$ cat src/rtl/aux_hdr_fmt.sv
module aux_hdr_fmt #(
  parameter int MAX_RD = 16,
  parameter int MAX_WR = 12,
  parameter int SZW    = $clog2(MAX_RD + 1)
) (
  input  logic                  clk,
  input  logic                  rst_n,
  input  logic                  start,
  input  logic [3:0]            req_code,
  input  logic [19:0]           req_addr,
  input  logic [SZW-1:0]        req_size,
  input  logic [8*MAX_RD-1:0]   wr_data,
  output logic                  tx_valid,
  output logic [7:0]            tx_data,
  input  logic                  tx_ready,
  output logic                  rx_ready,
  input  logic                  rx_valid,
  input  logic [7:0]            rx_data,
  input  logic                  rx_last,
  output logic                  busy,
  output logic                  done,
  output logic [2:0]            err,
  output logic [3:0]            reply,
  output logic [SZW-1:0]        len,
  output logic [8*MAX_RD-1:0]   rd_data
);
  localparam int IW = SZW + 1;
  localparam logic [2:0] E_OK = 3'd0, E_TMO = 3'd1, E_IO = 3'd2, E_BIG = 3'd3, E_INV = 3'd4;

  typedef enum logic [1:0] {S_IDLE, S_TX, S_RX} st_t;
  st_t st;

  logic [3:0]          code_q;
  logic [19:0]         addr_q;
  logic [SZW-1:0]      size_q;
  logic                rd_q;
  logic [8*MAX_RD-1:0] pay_q;
  logic [IW-1:0]       idx;
  logic                first_q;
  logic [7:0]          sts_q;
  logic [SZW-1:0]      cnt;

  logic [3:0] kind;
  logic       k_wr, k_rd, bad_code, too_big;
  assign kind     = req_code & 4'hB;
  assign k_wr     = (kind == 4'h0) || (kind == 4'h2) || (kind == 4'h8);
  assign k_rd     = (kind == 4'h1) || (kind == 4'h9);
  assign bad_code = !(k_wr || k_rd);
  assign too_big  = k_wr ? (int'(req_size) > MAX_WR) : (int'(req_size) > MAX_RD);

  logic [3:0]    hi_n, lo_n;
  logic [IW-1:0] tx_len, pidx;
  logic [8*MAX_RD-1:0] pay_sh;
  assign hi_n   = (size_q == '0) ? 4'd3 : rd_q ? 4'd4 : 4'(4'd4 + 4'(size_q));
  assign lo_n   = (size_q == '0) ? 4'd0 : 4'(size_q - 1'b1);
  assign tx_len = rd_q ? IW'(4) : IW'(4) + IW'(size_q);
  assign pidx   = idx - IW'(4);
  assign pay_sh = pay_q >> {pidx, 3'b000};

  always_comb begin
    case (idx)
      IW'(0):  tx_data = addr_q[7:0];
      IW'(1):  tx_data = addr_q[15:8];
      IW'(2):  tx_data = {code_q, addr_q[19:16]};
      IW'(3):  tx_data = {hi_n, lo_n};
      default: tx_data = pay_sh[7:0];
    endcase
  end

  assign tx_valid = (st == S_TX);
  assign rx_ready = (st == S_RX);
  assign busy     = (st != S_IDLE);

  logic [7:0] sts_now;
  logic       sts_ok, store;
  assign sts_now = first_q ? rx_data : sts_q;
  assign sts_ok  = !(sts_now == 8'd1 || sts_now == 8'd2 || sts_now == 8'd3);
  assign store   = !first_q && sts_ok && rd_q && (cnt < size_q);

  always_ff @(posedge clk) begin
    if (!rst_n) begin
      st <= S_IDLE;
      code_q <= '0; addr_q <= '0; size_q <= '0; rd_q <= 1'b0; pay_q <= '0;
      idx <= '0; first_q <= 1'b1; sts_q <= '0; cnt <= '0;
      done <= 1'b0; err <= E_OK; reply <= '0; len <= '0; rd_data <= '0;
    end else begin
      done <= 1'b0;
      case (st)
        S_IDLE: if (start) begin
          if (bad_code || too_big) begin
            done  <= 1'b1;
            err   <= bad_code ? E_INV : E_BIG;
            reply <= '0;
            len   <= '0;
          end else begin
            st      <= S_TX;
            code_q  <= req_code;
            addr_q  <= req_addr;
            size_q  <= req_size;
            rd_q    <= k_rd;
            pay_q   <= wr_data;
            idx     <= '0;
            first_q <= 1'b1;
            cnt     <= '0;
            rd_data <= '0;
          end
        end
        S_TX: if (tx_ready) begin
          idx <= idx + 1'b1;
          if (idx == tx_len - 1'b1) st <= S_RX;
        end
        S_RX: if (rx_valid) begin
          if (first_q) begin
            sts_q   <= rx_data;
            first_q <= 1'b0;
          end
          for (int i = 0; i < MAX_RD; i++)
            if (store && int'(cnt) == i) rd_data[i*8 +: 8] <= rx_data;
          if (store) cnt <= cnt + 1'b1;
          if (rx_last) begin
            st    <= S_IDLE;
            done  <= 1'b1;
            err   <= (sts_now == 8'd1) ? E_TMO : sts_ok ? E_OK : E_IO;
            reply <= sts_ok ? sts_now[7:4] : 4'd0;
            len   <= !sts_ok ? '0 : rd_q ? (cnt + SZW'(store)) : size_q;
          end
        end
        default: st <= S_IDLE;
      endcase
    end
  end

  a_r10_done_idle: assert property (@(posedge clk) disable iff (!rst_n)
    done |-> !busy);
  a_r10_start_ignored: assert property (@(posedge clk) disable iff (!rst_n)
    (busy && start) |=> ($stable(code_q) && $stable(size_q) && $stable(addr_q)));
  a_r11_tx_hold: assert property (@(posedge clk) disable iff (!rst_n)
    (tx_valid && !tx_ready) |=> (tx_valid && $stable(tx_data)));
  a_r4_reject_code: assert property (@(posedge clk) disable iff (!rst_n)
    (!busy && start && bad_code) |=> (done && err == E_INV && !tx_valid));
  a_r5_reject_size: assert property (@(posedge clk) disable iff (!rst_n)
    (!busy && start && !bad_code && too_big) |=> (done && err == E_BIG && !tx_valid));
  a_r6_err_nodata: assert property (@(posedge clk) disable iff (!rst_n)
    (done && (err == E_TMO || err == E_IO)) |-> (len == '0 && reply == 4'd0));
  a_r8_clamp: assert property (@(posedge clk) disable iff (!rst_n)
    (done && err == E_OK && rd_q) |-> (len <= size_q));
endmodule

$ cat config.mk
export PLATFORM = sky130hd
export DESIGN_NAME = aux_hdr_fmt
export DESIGN_NICKNAME = d
export VERILOG_FILES = /design/src/rtl/aux_hdr_fmt.sv
export SDC_FILE = /design/constraint.sdc
export NUM_CORES = 1
export LEC_CHECK = 0
export BUFFER_PORTS_ARGS = -buffer_cell sky130_fd_sc_hd__buf_2
export CORE_MARGIN = 4
export CORE_UTILIZATION = 40
export CTS_BUF_LIST = sky130_fd_sc_hd__clkbuf_4
export DETAILED_ROUTE_END_ITERATION = 16
export PLACE_DENSITY_LB_ADDON = 0.08
export SLEW_MARGIN = 30
export SYNTH_ARGS = -nofsm -noshare
export SYNTH_HDL_FRONTEND = slang
export SYNTH_SLANG_ARGS = --single-unit
export TNS_END_PERCENT = 5
$ cat constraint.sdc
create_clock -name clk -period 3.7 [get_ports clk]
set_input_delay 0.185 -clock clk [delete_from_list [all_inputs] [get_ports clk]]
set_output_delay 0.185 -clock clk [all_outputs]
set_load 0.02 [all_outputs]
==> key figures <==
Yosys
  – Main flop type after synthesis: dfxtp_1
  – Synthesis warning total: 0
  – Syn_area_per_cell: 8.235 um2
  – Synthesized flop and latch total: 321
  – Synth cell types: 67
  – Part of the Yosys area used for sequential elements: 0.4498
  – Synth Cell Area: 14290 um2
  – Syn_nets: 1928
  – FFs w/ async S/R, synth: 0
  – Post-synth EDFFs: 0
  – Syn Inst Count: 1735

Critical path
  – Kind of critical path: reg2out
  – Buf/Inv on CP: 2
  – Max incr delay on CP: 0.69 ns
  – CP Cell Sequence: buf_4 -> mux4_2 -> mux4_2 -> nand2b_1 -> o311ai_0 -> buf_2
  – Max FO, Critical Path: 19
  – Worst setup SP type: register
  – RR Startpoint: first_q$_SDFFE_PN1P_
  – CP dominant cell by count: mux4_2
  – CP required: 3.51 ns
  – WP data arrival: 3.35 ns
  – Slowest cell on the critical path: dfxtp_2
  – Family with the most delay on the worst path: multiplexers
  – CP startpoint: idx[0]$_SDFFE_PN0P_
  – CP endpoint kind: primary output

Drt
  – Starting DRT DRC Count: 834
  – Routed via count: 14200
  – TritonRoute pass-1 iters: 5
  – WL per Instance: 17.89 um
  – DRC violations left: 0
  – Wirelength, routed: 48.68 mm
  – Antenna Violating Nets Remaining: 0
  – Drt via density: 5.219

Timing
  – Crit path time final: 3.531 ns
  – Final Cycle Share: 0.9542
  – Final Hold Fails: 0
  – Setup Skew: 0.03146 ns
  – Slew margin rel.: 0.3507
  – Setup violators final: 0
  – Final hold slack: 0.09494 ns
  – Count of pins over their slew limit: 0
  – Worst-Margin Slew: 0.9739 ns
  – Fmax: 283.2 MHz
  – Final worst slack: 0.1695 ns
  – RSZ-0062 raised after global routing: false
  – Setup_tns: 0 ns

Placed design
  – DP Area: 16070 um2
  – GPL Wtd Cong: 0.8562
  – Buffers added on ports: 322
  – Cells after DPL: 2390
  – Hpwl dp: 31.78 mm
  – Pre-CTS WS: 0.7654 ns

Hold path
  – Worst min path class: in2reg
  – Hold Crit Start: rx_valid

Clocking
  – Post-cts resize count: 0
  – Setup bufs post-CTS: 0
  – Cts hold-fix bufs: 171
  – Clock sinks: 321
  – H-tree depth: 3
  – TritonCTS clock tree: yes
  – Root Buffer: clkbuf_4
  – Worst-Skew Late Latency: 0.75 ns
  – CTS max path bufs: 3
  – Cts bufs inserted: 89
  – Clk slew on worst S/H paths: 0.06 ns

Final layout
  – Fin cells: 2721
  – Post-layout util: 0.5434
  – Finished Cell Area: 18960 um2
  – Nets@finish: 2390
  – Share of cells above drive strength 1: 0.2500
  – Syn-to-layout area delta: 32.68%
  – Filler cell count in the final layout: 3322

Global routing
  – First-pass GRT wire length: 76.65 mm
  – Pin count of the biggest net entering global routing: 163
  – GRT Util Overall: 0.2445
  – Initial antenna violation count: 2
  – Number of global-route vias before repair: 13900
  – Final global-route overflow total: 0

Flow run
  – Max-cap violations: 0

Die
  – Core Rows: 68
  – Die H: 197.0 um
  – Initial core utilization: 0.4096
  – Die area: 38810 um2
  – Core ar.: 34880 um2
  – Die Span X: 197.0 um
  – Ports: 323

Power
  – Leakage power: 7.607 nW
  – Total power: 7.644 mW
  – PD cells: 403.2 nW/um2
  – Worst vdd ir: 212.4 uV

Status
  – Status: complete, no violations
-- worst min-delay path: cells and delay by family --
family	cells	cell delay, ns
and+or+nand+nor	2	0.34
AOI/OAI and AO/OA	1	0.06
buffers and inverters	2	0.21
-- cell families after synthesis --
kind of cell,synth area share
buffers and inverters,0.05281
XOR/XNOR,0.009809
adder cells (fa/ha/maj),0.01927
flip-flops,0.4498
multiplexers,0.07444
AO/OA/AOI/OAI,0.1475
AND/OR/NAND/NOR,0.2464
-- cell usage in the layout, fill, tap and decap left out, drive strengths merged, types with 3 or more instances in the layout --
| master | netlist | layout |
|---|---|---|
| a211oi | 7 | 7 |
| a21o | 3 | 3 |
| a21oi | 309 | 309 |
| a222oi | 3 | 3 |
| a22oi | 5 | 5 |
| and2 | 10 | 10 |
| and4 | 12 | 12 |
| buf | 68 | 348 |
| clkbuf | 80 | 137 |
| clkinv | 1 | 17 |
| dfxtp | 321 | 321 |
| dlygate4sd3 | 0 | 171 |
| ha | 22 | 22 |
| inv | 21 | 23 |
| mux2i | 23 | 23 |
| mux4 | 37 | 37 |
| nand2 | 470 | 470 |
| nand2b | 15 | 15 |
| nand3 | 152 | 152 |
| nand4 | 19 | 19 |
| nor2 | 41 | 41 |
| nor2b | 3 | 3 |
| nor3 | 16 | 16 |
| nor3b | 5 | 5 |
| nor4 | 6 | 6 |
| o2111ai | 3 | 3 |
| o211ai | 11 | 11 |
| o21ai | 12 | 12 |
| o221ai | 3 | 3 |
| o41ai | 4 | 4 |
| or2 | 13 | 13 |
| or3 | 5 | 5 |
| xnor2 | 9 | 9 |
| xor2 | 7 | 7 |
-- final timing paths --
kind                       endpoint  slack (ns)  cells after the start
min reg2reg  pay_q[70]$_SDFFE_PN0P_        0.45                      2
min           sts_q[7]$_SDFFE_PN0P_        0.09                      5
max                      tx_data[7]        0.17                      6
max reg2reg     len[4]$_SDFFE_PN0P_        0.73                     12
-- metal layers --
layer	wire length (um)	track usage	vias up
li1	-	-	6970
met2	23770	0.4093	467
met5	0	0	-
met1	20470	0.3124	6694
met3	3115	0.05248	71
met4	1320	0.08937	0
-- where the power goes --
| group | switching, mW | total, mW | internal (mW) |
|---|---|---|---|
| Sequential | 0.0519 | 3.58 | 3.53 |
| Clock | 1.50 | 3.32 | 1.82 |
| Combinational | 0.409 | 0.743 | 0.333 |
| Total | 1.96 | 7.64 | 5.68 |
-- flip-flops by register name, indices dropped and copies added (netlist names) --
signal,cells
st,2
rd_data,128
addr_q,20
first_q,1
reply,4
sts_q,8
idx,6
done,1
err,3
pay_q,128
size_q,5
code_q,4
rd_q,1
len,5
cnt,5
-- final cells by class --
class,count,area (um2),area share
clock inverter,21,136.4,0.007194
tap,455,569.3,0.03003
timing repair buffer,519,3568,0.1882
inverter,22,95.09,0.005016
sequential,321,6429,0.3391
antenna,2,5.005,0.0002640
clock buffer,137,1028,0.05425
multi-input combinational,1244,7126,0.3759
-- cells in the mapped netlist, types with 3 or more instances --
cell type / instances / share of area
a211oi_1: 7 / 0.0037
a21o_1: 3 / 0.0016
a21oi_1: 307 / 0.11
a222oi_1: 3 / 0.0021
a22oi_1: 5 / 0.0026
and2_0: 5 / 0.0022
and2_1: 5 / 0.0022
and4_1: 12 / 0.0074
buf_1: 7 / 0.0018
buf_2: 51 / 0.018
buf_4: 6 / 0.0032
buf_6: 4 / 0.0032
clkbuf_1: 80 / 0.021
dfxtp_1: 321 / 0.45
ha_1: 22 / 0.019
inv_1: 20 / 0.0053
mux2i_1: 23 / 0.016
mux4_2: 37 / 0.058
nand2_1: 469 / 0.12
nand2b_1: 15 / 0.0066
nand3_1: 151 / 0.053
nand4_1: 7 / 0.0031
nand4_2: 9 / 0.0079
nand4_4: 3 / 0.0045
nor2_1: 41 / 0.011
nor2b_1: 3 / 0.0013
nor3_1: 15 / 0.0053
nor3b_1: 5 / 0.0026
nor4_1: 5 / 0.0022
o2111ai_1: 3 / 0.0018
o211ai_1: 11 / 0.0058
o21ai_0: 9 / 0.0032
o221ai_1: 3 / 0.0018
or2_0: 4 / 0.0018
or2_2: 9 / 0.0039
or3_1: 4 / 0.0018
xnor2_1: 9 / 0.0055
xor2_1: 7 / 0.0043
Note: power is estimated with default switching activity, not from simulation.
